[src/rtl/fan_pwm_pkg.sv]
package fan_pwm_pkg;
  localparam int HDIV_W = 4;
  localparam int LDIV_W = 4;
  localparam int CNT_W  = 8;
  localparam int PRE_W  = (1 << HDIV_W) + LDIV_W;
  localparam int DUTY_BASE = 4;

  typedef struct packed {
    logic [CNT_W-1:0]  period;
    logic [LDIV_W-1:0] ldiv;
    logic [HDIV_W-1:0] hdiv;
  } type_cfg_t;

  typedef struct packed {
    logic [CNT_W-1:0] fall;
    logic [CNT_W-1:0] rise;
  } duty_t;
endpackage

[src/rtl/fan_pwm_regs.sv]
module fan_pwm_regs
  import fan_pwm_pkg::*;
#(
  parameter int NUM_PORTS = 4,
  parameter int NUM_TYPES = 3,
  parameter int ADDR_W    = 4,
  parameter int DATA_W    = 32
) (
  input  logic                  clk_i,
  input  logic                  rst_ni,
  input  logic                  wr_en_i,
  input  logic [ADDR_W-1:0]     addr_i,
  input  logic [DATA_W-1:0]     wdata_i,
  output logic [DATA_W-1:0]     rdata_o,
  output logic                  clk_en_o,
  output logic [NUM_PORTS-1:0]  port_en_o,
  output logic [1:0]            tsel_o [NUM_PORTS],
  output type_cfg_t             cfg_o  [NUM_TYPES],
  output duty_t                 duty_o [NUM_PORTS]
);
  localparam int NUM_DREGS = (NUM_PORTS + 1) / 2;
  localparam int CFG_W     = $bits(type_cfg_t);
  localparam int DUTY_W    = $bits(duty_t);

  logic ctrl_sel;
  assign ctrl_sel = wr_en_i && (addr_i == '0);

  always_ff @(posedge clk_i or negedge rst_ni) begin
    if (!rst_ni) begin
      clk_en_o  <= 1'b0;
      port_en_o <= '0;
      for (int p = 0; p < NUM_PORTS; p++) tsel_o[p] <= '0;
    end else if (ctrl_sel) begin
      clk_en_o <= wdata_i[0];
      for (int p = 0; p < NUM_PORTS; p++) begin
        port_en_o[p] <= wdata_i[8+p];
        tsel_o[p]    <= {wdata_i[24+p], wdata_i[16+p]};
      end
    end
  end

  for (genvar t = 0; t < NUM_TYPES; t++) begin : g_cfg
    always_ff @(posedge clk_i or negedge rst_ni) begin
      if (!rst_ni) cfg_o[t] <= '0;
      else if (wr_en_i && addr_i == ADDR_W'(1 + t)) cfg_o[t] <= type_cfg_t'(wdata_i[CFG_W-1:0]);
    end
  end

  for (genvar p = 0; p < NUM_PORTS; p++) begin : g_duty
    localparam int LSB = (p % 2) * DUTY_W;
    always_ff @(posedge clk_i or negedge rst_ni) begin
      if (!rst_ni) duty_o[p] <= '0;
      else if (wr_en_i && addr_i == ADDR_W'(DUTY_BASE + p / 2))
        duty_o[p] <= duty_t'(wdata_i[LSB +: DUTY_W]);
    end
  end

  always_comb begin
    rdata_o = '0;
    if (addr_i == '0) begin
      rdata_o[0] = clk_en_o;
      for (int p = 0; p < NUM_PORTS; p++) begin
        rdata_o[8+p]  = port_en_o[p];
        rdata_o[16+p] = tsel_o[p][0];
        rdata_o[24+p] = tsel_o[p][1];
      end
    end
    for (int t = 0; t < NUM_TYPES; t++)
      if (addr_i == ADDR_W'(1 + t)) rdata_o[CFG_W-1:0] = cfg_o[t];
    for (int r = 0; r < NUM_DREGS; r++)
      if (addr_i == ADDR_W'(DUTY_BASE + r)) begin
        rdata_o[DUTY_W-1:0] = duty_o[2*r];
        if (2*r + 1 < NUM_PORTS) rdata_o[2*DUTY_W-1:DUTY_W] = duty_o[2*r+1];
      end
  end
endmodule

[src/rtl/fan_pwm_clk_type.sv]
module fan_pwm_clk_type
  import fan_pwm_pkg::*;
(
  input  logic             clk_i,
  input  logic             rst_ni,
  input  logic             clk_en_i,
  input  type_cfg_t        cfg_i,
  output logic [CNT_W-1:0] cnt_o,
  output logic             wrap_o
);
  logic [PRE_W-1:0] pre_cnt, ldiv_val, total, last;
  logic             tick;

  always_comb begin
    ldiv_val = (cfg_i.ldiv == '0) ? PRE_W'(1) : PRE_W'({cfg_i.ldiv, 1'b0});
    total    = ldiv_val << cfg_i.hdiv;
    last     = total - PRE_W'(1);
  end

  assign tick   = clk_en_i && (pre_cnt >= last);
  assign wrap_o = tick && (cnt_o >= cfg_i.period);

  always_ff @(posedge clk_i or negedge rst_ni) begin
    if (!rst_ni) begin
      pre_cnt <= '0;
      cnt_o   <= '0;
    end else if (!clk_en_i) begin
      pre_cnt <= '0;
      cnt_o   <= '0;
    end else if (tick) begin
      pre_cnt <= '0;
      cnt_o   <= wrap_o ? '0 : cnt_o + CNT_W'(1);
    end else begin
      pre_cnt <= pre_cnt + PRE_W'(1);
    end
  end

  assert_gate_clear_R7: assert property (@(posedge clk_i) disable iff (!rst_ni)
    !clk_en_i |=> (cnt_o == '0 && pre_cnt == '0));
  assert_hold_between_ticks_R2: assert property (@(posedge clk_i) disable iff (!rst_ni)
    (clk_en_i && !tick) |=> $stable(cnt_o));
  assert_wrap_to_zero_R3: assert property (@(posedge clk_i) disable iff (!rst_ni)
    wrap_o |=> cnt_o == '0);
endmodule

[src/rtl/fan_pwm_port.sv]
module fan_pwm_port
  import fan_pwm_pkg::*;
(
  input  logic             clk_i,
  input  logic             rst_ni,
  input  logic             active_i,
  input  logic             wrap_i,
  input  logic [CNT_W-1:0] cnt_i,
  input  duty_t            duty_i,
  output logic             pwm_o
);
  duty_t          sh;
  logic [CNT_W:0] fall_eff, rise_x, cnt_x;
  logic           win;

  // shadow reloads only at a period boundary while running
  always_ff @(posedge clk_i or negedge rst_ni) begin
    if (!rst_ni)                 sh <= '0;
    else if (!active_i || wrap_i) sh <= duty_i;
  end

  always_comb begin
    fall_eff = (sh.fall == '0) ? (CNT_W+1)'(1 << CNT_W) : {1'b0, sh.fall};
    rise_x   = {1'b0, sh.rise};
    cnt_x    = {1'b0, cnt_i};
    if (rise_x <= fall_eff) win = (cnt_x >= rise_x) && (cnt_x < fall_eff);
    else                    win = (cnt_x >= rise_x) || (cnt_x < fall_eff);
  end

  assign pwm_o = active_i && win;

  assert_shadow_hold_R10: assert property (@(posedge clk_i) disable iff (!rst_ni)
    (active_i && !wrap_i) |=> $stable(sh));
endmodule

[src/rtl/fan_pwm_gen.sv]
module fan_pwm_gen
  import fan_pwm_pkg::*;
#(
  parameter int NUM_PORTS = 4,
  parameter int NUM_TYPES = 3,
  parameter int ADDR_W    = 4,
  parameter int DATA_W    = 32
) (
  input  logic                 clk_i,
  input  logic                 rst_ni,
  input  logic                 wr_en_i,
  input  logic [ADDR_W-1:0]    addr_i,
  input  logic [DATA_W-1:0]    wdata_i,
  output logic [DATA_W-1:0]    rdata_o,
  output logic [NUM_PORTS-1:0] pwm_o
);
  logic                 clk_en;
  logic [NUM_PORTS-1:0] port_en;
  logic [1:0]           tsel [NUM_PORTS];
  type_cfg_t            cfg  [NUM_TYPES];
  duty_t                duty [NUM_PORTS];
  logic [CNT_W-1:0]     tcnt [NUM_TYPES];
  logic [NUM_TYPES-1:0] twrap;

  fan_pwm_regs #(
    .NUM_PORTS(NUM_PORTS), .NUM_TYPES(NUM_TYPES), .ADDR_W(ADDR_W), .DATA_W(DATA_W)
  ) u_regs (
    .clk_i, .rst_ni, .wr_en_i, .addr_i, .wdata_i, .rdata_o,
    .clk_en_o(clk_en), .port_en_o(port_en), .tsel_o(tsel), .cfg_o(cfg), .duty_o(duty)
  );

  for (genvar t = 0; t < NUM_TYPES; t++) begin : g_type
    fan_pwm_clk_type u_type (
      .clk_i, .rst_ni, .clk_en_i(clk_en), .cfg_i(cfg[t]),
      .cnt_o(tcnt[t]), .wrap_o(twrap[t])
    );
  end

  for (genvar p = 0; p < NUM_PORTS; p++) begin : g_port
    logic [1:0] sel;
    assign sel = (int'(tsel[p]) >= NUM_TYPES) ? 2'd0 : tsel[p];
    fan_pwm_port u_port (
      .clk_i, .rst_ni,
      .active_i(clk_en && port_en[p]),
      .wrap_i(twrap[sel]),
      .cnt_i(tcnt[sel]),
      .duty_i(duty[p]),
      .pwm_o(pwm_o[p])
    );
  end

  assert_gated_low_R7: assert property (@(posedge clk_i) disable iff (!rst_ni)
    !clk_en |-> pwm_o == '0);
  assert_reset_low_R1: assert property (@(posedge clk_i) disable iff (!rst_ni)
    $rose(rst_ni) |-> pwm_o == '0);
endmodule

[config.mk]
export PLATFORM = sky130hd
export DESIGN_NAME = fan_pwm_gen
export DESIGN_NICKNAME = d
export VERILOG_FILES = /design/src/rtl/fan_pwm_pkg.sv /design/src/rtl/fan_pwm_regs.sv /design/src/rtl/fan_pwm_clk_type.sv /design/src/rtl/fan_pwm_port.sv /design/src/rtl/fan_pwm_gen.sv
export SDC_FILE = /design/constraint.sdc
export NUM_CORES = 1
export LEC_CHECK = 0
export ABC_AREA = 1
export BUFFER_PORTS_ARGS = -buffer_cell sky130_fd_sc_hd__buf_2
export CAP_MARGIN = 20
export CORE_MARGIN = 2
export CORE_UTILIZATION = 61
export CTS_BUF_LIST = sky130_fd_sc_hd__clkbuf_4
export DETAILED_ROUTE_END_ITERATION = 8
export PLACE_DENSITY = 0.88
export SYNTH_ARGS = -nofsm -noshare
export SYNTH_HDL_FRONTEND = slang
export SYNTH_SLANG_ARGS = --single-unit
export TNS_END_PERCENT = 5
[constraint.sdc]
create_clock -name clk_i -period 4.24 [get_ports clk_i]
set_input_delay 0.636 -clock clk_i [delete_from_list [all_inputs] [get_ports clk_i]]
set_output_delay 0.636 -clock clk_i [all_outputs]
set_load 0.02 [all_outputs]
==> run summary <==
Dividing the detail-routed wire length by the instance count gives between 15 and 20 um. The maximum number of pins on one net before global-route repair is ~110. The library cell used most frequently in the layout, excluding fill and tap cells, is nand2_1. The starting DRC count in detailed routing is approximately 1900. The maximum level of the CTS H-tree is 3. The final-report max-slew violation count is 0. The cell family contributing the most delay on the critical path is simple AND/OR/NAND/NOR gates. The final layout net count came out at approximately 3000. The core region is 0.0324 sq mm.

The initial antenna violation count was 2. The number of distinct library cell variants in the gate-level netlist after synthesis is 57. In the finished design, the share of the clock period the worst path needs comes to 0.980. For this design, the slowest cell found on the critical path is dfrtp_1. The share of layout cells above drive strength 1 is 0.135. The count of final hold-check violations came out at 0. STA puts the critical path data arrival time at around 3500 ps. The sequential area share after synthesis is 0.342. The setup slack on the worst flop-to-flop path came out at 160 ps. The fraction of power consumed by the clock network is 0.224. Of the total power, the share spent switching nets is 0.444. The aggregate global routing overflow came out at 0.

The cell sitting at the root of the clock tree is a clkbuf_4. After synthesis the netlist holds a flip-flop and latch count of approximately 270. The async set or reset register ratio after synthesis is 1.00. The count of warnings emitted by yosys is 0. The share of total power in combinational logic came out at 0.445.

The setup total negative slack is 0 ps. The pre-antenna-repair detailed-routing pass consisted of 7 iterations. The number of vias in the routed layout is 19500. Setup repair after global routing could not meet its margin everywhere. The highest clock rate is 241 MHz. The final wirelength is roughly 57000 um.

The count of flip-flops with a built-in enable after synthesis is 0. After synthesis, the mean cell area works out to between 7 and 8 sq um. The top cell types in the final layout, fill and taps aside, are 730 x nand2_1, 330 x inv_1, 267 x dfrtp_1.

The worst-case IR drop observed on VDD is 326 uV. The half-perimeter wire length of the detailed placement result is 41600 um. The worst setup path is captured at an output pin. After detailed placement, the design holds a cell count of between 3000 and 4000.

The maximum net fanout on the critical path came out at 11. The synthesized instance count is ~2700. For this configuration, the core starts out at a cell density of 0.617. The critical path goes through inv_1, nand2_4, nand2_1, clkinvlp_4, nand2_1, o221ai_1, ha_1, a21oi_1, o21ai_0, nand2_1, o2111ai_1, nand3_1, nand2_1, nand2_1, nor2_1, buf_2.

The post-detailed-route DRC marker count is 0. The number of standard cells in the final layout excluding fillers came out at 3312. The via count of the first global-routing pass came out at 18700. The clock arrives with 79.3 ps of skew. The global placer's final weighted congestion came out at just under 1. After layout, the minimum clock period comes to between 4000 and 5000 ps. Once layout is complete, the utilization of the core stands at 0.677. The proportion of power drawn by flip-flops and latches came out at 0.331. The clock-pin slew reported for the worst setup and hold paths after clock tree synthesis came out at about 70 ps.

Counting both buffers and inverters, the worst setup path holds a total of 3. The reported net switching power came out at ~4.7 mW. The number of I/O port buffers came out at 74. At the later pin of the worst-skew pair, clock insertion delay measures roughly 800 ps. The TritonCTS sink count came out at between 200 and 300.

Overall power consumption after layout is estimated at about 11 mW. The power per unit of standard cell area is around 480 mW/mm^2. The leakage power total came out at 11.4 nW. The combined area of all synthesized cells came out at 0.0200 sq mm. The slew at the pin with the worst max-slew slack came out at between 1000 and 1500 ps.

The clock passes through at most 3 buffers. The area growth from synthesis to layout came out at 9.69%. The internal cell power came out at 5.85 mW. The overall track demand over capacity in global routing is 0.331. The tightest min-delay check is of the input port to flop type. The floorplan has between 60 and 70 rows. The worst endpoint required time came out at roughly 3600 ps. The area of the die is around 0.034 sq mm. The tool flagged a number of max-cap violations equal to 0.

The horizontal extent of the die came out at roughly 180 um. Counting stages on the worst path, the most repeated cell is nand2_1. The post-synthesis net count is approximately 2900.

The number of top-level design ports came out at 75. The number of buffers created by CTS came out at a little under 80. The tightest slew margin relative to the limit came out at 0.259. The run finished with clean final reports. The maximum single-stage delay on the critical path came out at between 400 and 500 ps.

Setup violations remaining at the end of the flow were counted as 0. From bottom edge to top edge, the die measures approximately 180 um. The per-cell via count in the routed design came out at 5.88. The worst setup path is of the flop to output pin kind. In this run the remaining antenna-violating nets after routing total 0. The worst hold slack after final layout came out at about 140 ps. The most common flop cell mapped by yosys is dfrtp_1.

TritonCTS built the clock tree. STA classifies the critical path startpoint as a flop. The wire length of the first global-routing pass came out at approximately 90000 um.
## Yosys cell counts, types with 6 or more instances
cell type / instances / area (sq um)
nor2_1: 190 / 713
nor2_4: 9 / 101
nor2_2: 17 / 106
a21oi_1: 115 / 576
a22o_1: 9 / 78.8
nand2_2: 20 / 125
inv_2: 27 / 101
dfrtp_1: 273 / 6830
nand2_1: 740 / 2780
o21ai_2: 7 / 61.3
buf_6: 6 / 67.6
o221ai_1: 10 / 87.6
nor3_1: 37 / 185
xor2_1: 45 / 394
buf_2: 23 / 115
xnor2_1: 30 / 263
nand3b_1: 6 / 45.0
o2111ai_1: 8 / 70.1
o21a_1: 6 / 45.0
nand3_2: 12 / 120
nand4_1: 61 / 382
o211ai_1: 8 / 60.1
buf_4: 10 / 75.1
o32ai_1: 6 / 52.6
nand3_1: 188 / 941
o21ai_0: 156 / 781
ha_1: 185 / 2310
clkbuf_1: 41 / 154
o31ai_1: 12 / 90.1
a221oi_1: 6 / 52.6
inv_1: 334 / 1250
o21ai_1: 13 / 65.1
o22ai_1: 39 / 244
nand4_2: 13 / 163
## power groups by stage
stage	Combinational [mW]	Clock (mW)	Sequential, mW
finish	4.68	2.36	3.49
global route	5.31	2.52	3.53
CTS	4.49	2.38	3.45
detailed placement	4.46	0	3.50
global placement	4.23	0	3.49
floorplan	3.56	0	3.31
## per-stage QoR
step	area, sq um	setup slack (ps)
floorplan	20000	903
global placement	20600	385
detailed placement	20600	230
CTS	21600	14.9
global route	21900	-104
finish	21900	85.4
## cell type report
cell class,count,area (sq um)
repair buffers,103,667
multi-input cells,1991,11500
well taps,442,553
diodes,5,12.5
inverters,368,1400
clock buffers,111,833
clock inverters,19,85.1
fillers,2677,10500
flip-flops and latches,273,6840
## registers in the layout (all words and copies together) (netlist names)
register,cells
u_regs.clk_en_o,1
g_type.u_type.cnt_o,24
g_type.u_type.pre_cnt,60
u_regs.tsel_o,8
g_port.u_port.sh,32
u_regs.cfg_o,48
u_regs.duty_o,64
g_port.u_port.rise_x,32
u_regs.port_en_o,4
## tightest hold or removal path: stages
cell and delay (ps):
buf_2 100, inv_1 60, o21ai_0 80
## worst paths after layout
| check | start | endpoint | depth (start not counted) |
|---|---|---|---|
| min in group asynchronous | rst_ni | g_type[2].u_type.pre_cnt[19]$_DFF_PN0_ | 2 |
| min | wdata_i[30] | u_regs.duty_o[46]$_DFFE_PN0P_ | 3 |
| max reg2reg | u_regs.cfg_o[33]$_DFFE_PN0P_ | g_port[0].u_port.rise_x[6]$_DFFE_PN0P_ | 23 |
| min reg2reg | u_regs.cfg_o[41]$_DFFE_PN0P_ | u_regs.cfg_o[41]$_DFFE_PN0P_ | 2 |
| max in group asynchronous | rst_ni | u_regs.duty_o[61]$_DFFE_PN0P_ | 3 |
| max | u_regs.tsel_o[6]$_DFFE_PN0P_ | pwm_o[0] | 16 |
## logic make-up after synthesis
family,Yosys count,share of synthesized area
flip-flops,273,0.342
XOR/XNOR,75,0.0329
AND/OR/NAND/NOR,1321,0.300
buffers and inverters,451,0.0906
adder cells (fa/ha/maj),185,0.116
AO/OA/AOI/OAI,408,0.119
## metal layers
layer / track usage / wire, um / vias up
met4: 0.177 / 2750 / 0
met2: 0.541 / 26500 / 1007
li1: - / - / 9218
met1: 0.405 / 22400 / 9029
met3: 0.0790 / 5140 / 231
met5: 0 / 0 / -
## repair_timing
action	4_1_cts	5_1_grt
setup endpoints to repair	1	108
hold buffers	1	0
endpoints found under the hold margin	102	0
cloned	0	2
pin swaps	0	12
resized for setup	2	46
buffers inserted	0	9
(Power assumes the default switching activity.)
